### src/rtl/regbank_pkg.sv
package regbank_pkg;

    // Operating mode codes seen on the mode input
    typedef enum logic [2:0] {
        MODE_USER     = 3'd0,
        MODE_SYSTEM   = 3'd1,
        MODE_FAST_IRQ = 3'd2,
        MODE_IRQ      = 3'd3,
        MODE_SUPER    = 3'd4,
        MODE_ABORT    = 3'd5,
        MODE_UNDEF    = 3'd6,
        MODE_RSVD     = 3'd7
    } mode_e;

    localparam int ARCH_W       = 4;
    localparam int NUM_ARCH     = 1 << ARCH_W;
    localparam int SHARED_LAST  = 7;                      // 0..7 always common
    localparam int FAST_FIRST   = 8;
    localparam int FAST_LAST    = 12;
    localparam int FAST_COUNT   = FAST_LAST - FAST_FIRST + 1;
    localparam int PRIV_FIRST   = 13;                     // stack pointer
    localparam int PRIV_LAST    = 14;                     // link register
    localparam int PRIV_COUNT   = PRIV_LAST - PRIV_FIRST + 1;
    localparam int PRIV_BANKS   = 6;                      // user/sys + five exception modes
    localparam int PC_ARCH      = NUM_ARCH - 1;

    // Physical slot layout
    localparam int FAST_BASE    = FAST_LAST + 1;                    // fast copy of 8..12
    localparam int PRIV_BASE    = FAST_BASE + FAST_COUNT;           // banked 13/14 pairs
    localparam int PC_SLOT      = PRIV_BASE + PRIV_BANKS * PRIV_COUNT;
    localparam int NUM_SLOTS    = PC_SLOT + 1;
    localparam int SLOT_W       = $clog2(NUM_SLOTS);
    localparam int BANK_W       = $clog2(PRIV_BANKS);

endpackage

### src/rtl/regbank_map.sv
module regbank_map
    import regbank_pkg::*;
(
    input  logic [2:0]        mode_i,
    input  logic [ARCH_W-1:0] idx_i,
    output logic [SLOT_W-1:0] slot_o
);

    logic [BANK_W-1:0] bank_sel;
    logic              is_fast;
    logic [SLOT_W-1:0] idx_w;

    assign idx_w = SLOT_W'(idx_i);

    // Private bank chosen for registers 13/14
    always_comb begin
        is_fast  = 1'b0;
        bank_sel = '0;
        unique case (mode_e'(mode_i))
            MODE_USER, MODE_SYSTEM, MODE_RSVD: bank_sel = BANK_W'(0);
            MODE_FAST_IRQ: begin
                bank_sel = BANK_W'(1);
                is_fast  = 1'b1;
            end
            MODE_IRQ:      bank_sel = BANK_W'(2);
            MODE_SUPER:    bank_sel = BANK_W'(3);
            MODE_ABORT:    bank_sel = BANK_W'(4);
            MODE_UNDEF:    bank_sel = BANK_W'(5);
        endcase
    end

    always_comb begin
        if (idx_i <= ARCH_W'(SHARED_LAST)) begin
            slot_o = idx_w;
        end else if (idx_i <= ARCH_W'(FAST_LAST)) begin
            slot_o = is_fast ? idx_w + SLOT_W'(FAST_BASE - FAST_FIRST) : idx_w;
        end else if (idx_i <= ARCH_W'(PRIV_LAST)) begin
            slot_o = SLOT_W'(PRIV_BASE)
                   + SLOT_W'(bank_sel) * SLOT_W'(PRIV_COUNT)
                   + (idx_w - SLOT_W'(PRIV_FIRST));
        end else begin
            slot_o = SLOT_W'(PC_SLOT);
        end
    end

endmodule

### src/rtl/regbank_store.sv
module regbank_store
    import regbank_pkg::*;
#(
    parameter int DATA_W = 32,
    parameter int NRD    = 2
) (
    input  logic                          clk,
    input  logic                          rst_n,
    input  logic                          wr_en_i,
    input  logic [SLOT_W-1:0]             wr_slot_i,
    input  logic [DATA_W-1:0]             wr_data_i,
    input  logic [NRD-1:0][SLOT_W-1:0]    rd_slot_i,
    output logic [NRD-1:0][DATA_W-1:0]    rd_data_o
);

    logic [DATA_W-1:0] slot_q [NUM_SLOTS];

    always_ff @(posedge clk or negedge rst_n) begin
        if (!rst_n) begin
            for (int s = 0; s < NUM_SLOTS; s++) begin
                slot_q[s] <= '0;
            end
        end else if (wr_en_i && (wr_slot_i < SLOT_W'(NUM_SLOTS))) begin
            slot_q[wr_slot_i] <= wr_data_i;
        end
    end

    for (genvar p = 0; p < NRD; p++) begin : g_rd
        assign rd_data_o[p] = (rd_slot_i[p] < SLOT_W'(NUM_SLOTS))
                            ? slot_q[rd_slot_i[p]] : '0;
    end

endmodule

### src/rtl/regbank_file.sv
module regbank_file
    import regbank_pkg::*;
#(
    parameter int DATA_W = 32
) (
    input  logic              clk,
    input  logic              rst_n,
    input  logic [2:0]        mode_i,
    input  logic              wr_en_i,
    input  logic [3:0]        wr_idx_i,
    input  logic [DATA_W-1:0] wr_data_i,
    input  logic [3:0]        rd_a_idx_i,
    output logic [DATA_W-1:0] rd_a_data_o,
    input  logic [3:0]        rd_b_idx_i,
    output logic [DATA_W-1:0] rd_b_data_o
);

    localparam int NRD = 2;

    logic [NRD-1:0][ARCH_W-1:0] rd_idx;
    logic [NRD-1:0][SLOT_W-1:0] rd_slot;
    logic [NRD-1:0][DATA_W-1:0] rd_data;
    logic [SLOT_W-1:0]          wr_slot;

    assign rd_idx[0]   = rd_a_idx_i;
    assign rd_idx[1]   = rd_b_idx_i;
    assign rd_a_data_o = rd_data[0];
    assign rd_b_data_o = rd_data[1];

    regbank_map u_wr_map (
        .mode_i (mode_i),
        .idx_i  (wr_idx_i),
        .slot_o (wr_slot)
    );

    for (genvar p = 0; p < NRD; p++) begin : g_rd_map
        regbank_map u_rd_map (
            .mode_i (mode_i),
            .idx_i  (rd_idx[p]),
            .slot_o (rd_slot[p])
        );
    end

    regbank_store #(
        .DATA_W (DATA_W),
        .NRD    (NRD)
    ) u_store (
        .clk       (clk),
        .rst_n     (rst_n),
        .wr_en_i   (wr_en_i),
        .wr_slot_i (wr_slot),
        .wr_data_i (wr_data_i),
        .rd_slot_i (rd_slot),
        .rd_data_o (rd_data)
    );

endmodule

### config.mk
export PLATFORM = sky130hd
export DESIGN_NAME = regbank_file
export DESIGN_NICKNAME = d
export VERILOG_FILES = /design/src/rtl/regbank_pkg.sv /design/src/rtl/regbank_map.sv /design/src/rtl/regbank_store.sv /design/src/rtl/regbank_file.sv
export SDC_FILE = /design/constraint.sdc
export NUM_CORES = 2
export LEC_CHECK = 0
export ABC_AREA = 1
export CORE_ASPECT_RATIO = 0.7
export CORE_MARGIN = 2
export CORE_UTILIZATION = 33
export CTS_CLUSTER_DIAMETER = 40
export DETAILED_ROUTE_END_ITERATION = 8
export MAX_ROUTING_LAYER = met4
export PLACE_DENSITY_LB_ADDON = 0.12
export SYNTH_ARGS = -nofsm -noshare
export SYNTH_HDL_FRONTEND = slang
export SYNTH_SLANG_ARGS = --single-unit
### constraint.sdc
create_clock -name clk -period 5.2 [get_ports clk]
set_input_delay 1.04 -clock clk [delete_from_list [all_inputs] [get_ports clk]]
set_output_delay 1.04 -clock clk [all_outputs]
set_load 0.1 [all_outputs]
==> impl_results.md <==
- Outcome: finished with violations
- First-pass GRT wire length: 407000 µm
- Yosys cell types: 31
- Final period util: 1.02
- Total vias in the final route: 63665
- Slew HR: 0.225
- Setup Skew: 0 ps
- Post-Synthesis Cells: 9006
- Avg Cell Area, Syn: 6.67 µm²
- CP Capture Type: primary output
- Gr usage total: 0.299
- Sequential-to-total area share from yosys stat: 0.413
- DP Area: 69100 µm²
- Post-synth EDFFs: 0
- Main synth FF type: dfrtp_1
- Total gr overflow: 0
- Ports: 114
- H-tree Lvls: 4
- CTS tree: done
- Arr. time, crit path: 4240 ps
- Total chip power: 33.8 mW
- Required @ worst endpoint: 4160 ps
- Yosys warns: 0
- Final worst slack: -81.0 ps
- Final-report setup violation count: 14
- Endpoints failing hold: 0
- Critical path, cell by cell: buf_6, buf_6, a21oi_4, buf_6, ha_4, ha_4, inv_2, fa_1, nand2_2, nand2_2, inv_2, a21oi_4, buf_12, clkbuf_16, nand2_4, nand3_2, nand3_1, nand2_2, clkinvlp_4, buf_12
- Total CTS buffers: 163
- Drt wl/cell: 24.1 µm
- Clk slew on worst S/H paths: 60 ps
- DRT Pass-1 Iters: 7
- Row count: 130
- Core area: 180000 µm²
- Layout cells sized above 1: 0.156
- Syn_nets: 9084
- Largest net degree at the start of global routing: 138
- Worst Hold Class: in2async
- Register name with the most flops: u_store.slot_q
- CP max stage delay: 540 ps
- DRT antenna net count: 0
- Drt via density: 5.46
- Die Y: 361 µm
- Min cycle time layout: 5280 ps
- Pwr Density: 429 nW/µm²
- Max Cap Violations: 0
- Initial antenna violation count: 2
- Setup TNS Final: -334 ps
- # hold bufs at CTS: 0
- CP Class: in2out
- Yosys top cell by area: dfrtp_1
- Max reg flops: 992
- PortBufs: 113
- Clock Sinks: 992
- Vias in the first global route: 57702
- Hpwl dp: 176000 µm
- DR DRC count: 0
- Area contributors post-synth: dfrtp_1, nand2_1, nand3_1
- Final hold slack: 198 ps
- Synth top area share: 0.413
- Synth Register Bits: 992
- Largest registers: u_store.slot_q (992)
- Root Buffer Master: clkbuf_16
- CP Max Fanout: 6
- Clock Path Buffers: 4
- Die X: 514 µm
- Mapped Area: 60100 µm²
- Crit start category: input pin
- Fmax: 189 MHz
- Routed wire length: 281000 µm
- RSZ-0062 raised after global routing: yes
- Effective utilization at floorplan: 0.333
- Area grow syn2layout: 30.9%
- Clock latency at the later pin of the worst-skew pair: 810 ps
- P_leak: 37.5 nW
- Failing checks: setup timing
- Layout Nets: 9238
- Tightest Pin Transition: 1160 ps
- Synth async-reset ratio: 1.00
- Max VDD drop: 0.311 mV
- RePlAce Congestion: 0.923
- Commonest non-fill, non-tap cell in the layout: nand2_1
- Final Instance Area: 78700 µm²
- Crit path max-delay cell type: fa_1
- DRT iter0 DRCs: 8703
- Die area: 186000 µm²
- Final Slew Violations: 0
- Most frequent cells in the layout: nand2_1, nand3_1, dfrtp_1, o21ai_0, inv_1
-- worst paths after layout --
path,cells after the start,startpoint,slack [ps],endpoint
max in group asynchronous,3,rst_n,3620,u_store.slot_q[696]
min in group clk,2,u_store.slot_q[949],480,u_store.slot_q[949]
max reg2reg,2,u_store.slot_q[26],4440,u_store.slot_q[26]
min reg2reg,2,u_store.slot_q[949],480,u_store.slot_q[949]
max,20,mode_i[0],-80,rd_b_data_o[22]
min,1,rst_n,200,u_store.slot_q[491]
-- cell usage after synthesis, types with 4 or more instances --
master,number
nand2_1,3501
nand3_1,1325
dfrtp_1,992
o21ai_0,958
inv_1,810
clkbuf_1,517
nand3b_1,250
o211ai_1,160
o21ai_1,147
buf_2,131
buf_1,101
nor2_1,30
ha_1,25
a21oi_1,11
inv_2,7
nor3_1,6
nand2_2,4
nor3_2,4
-- layer usage --
layer / up-vias / wire (µm) / global-route usage
li1: 29217 / - / -
met5: - / 0 / -
met2: 3219 / 113000 / 0.405
met3: 452 / 28000 / 0.0534
met4: 0 / 8490 / 0.0836
met1: 30777 / 131000 / 0.448
-- layout make-up --
type	instances	area (µm²)
diodes	1	2.50
fillers	18288	102000
inverters	817	3220
multi-input cells	6448	31900
clock buffers	197	4430
clock inverters	88	1100
repair buffers	738	10200
well taps	2376	2970
flip-flops and latches	992	24800
-- power breakdown --
part / internal, mW / switching, mW / total (mW) / leakage (nW)
sequential: 9.66 / 1.44 / 11.1 / 12.9
combinational: 4.29 / 7.04 / 11.3 / 21.9
clock: 7.01 / 4.32 / 11.3 / 2.68
total: 21.0 / 12.8 / 33.8 / 37.5
-- cells by family after synthesis --
family / Yosys count / share of synthesized area
buf+inv: 1566 / 0.101
compound gates: 1283 / 0.114
simple gates: 5132 / 0.365
fa+ha+maj: 28 / 0.00621
flops: 992 / 0.413
xor+xnor: 5 / 0.000729
-- stage by stage --
| stage | util | instances | worst slack [ps] |
|---|---|---|---|
| 2_1_floorplan | - | 9006 | 22.4 |
| 3_3_place_gp | 0.383 | 11276 | -703 |
| 3_5_place_dp | 0.383 | 11276 | -728 |
| 4_1_cts | 0.423 | 11624 | -16.7 |
| 5_1_grt | 0.436 | 11657 | -155 |
| 6_report | 0.436 | 11657 | -81.0 |
-- worst max-delay path: cells and delay by family --
kind | cells | cell delay [ps]
buffers and inverters | 9 | 1330
AND/OR/NAND/NOR | 6 | 460
adder cells (fa/ha/maj) | 3 | 1020
AO/OA/AOI/OAI | 2 | 350
-- what timing repair did --
| item | CTS | global route |
|---|---|---|
| pin swaps | 63 | 158 |
| cloned | 13 | 20 |
| gates resized for setup | 203 | 387 |
| setup buffers | 50 | 20 |
| setup endpoints to repair | 64 | 64 |
Note: power is estimated with default switching activity, not from simulation.
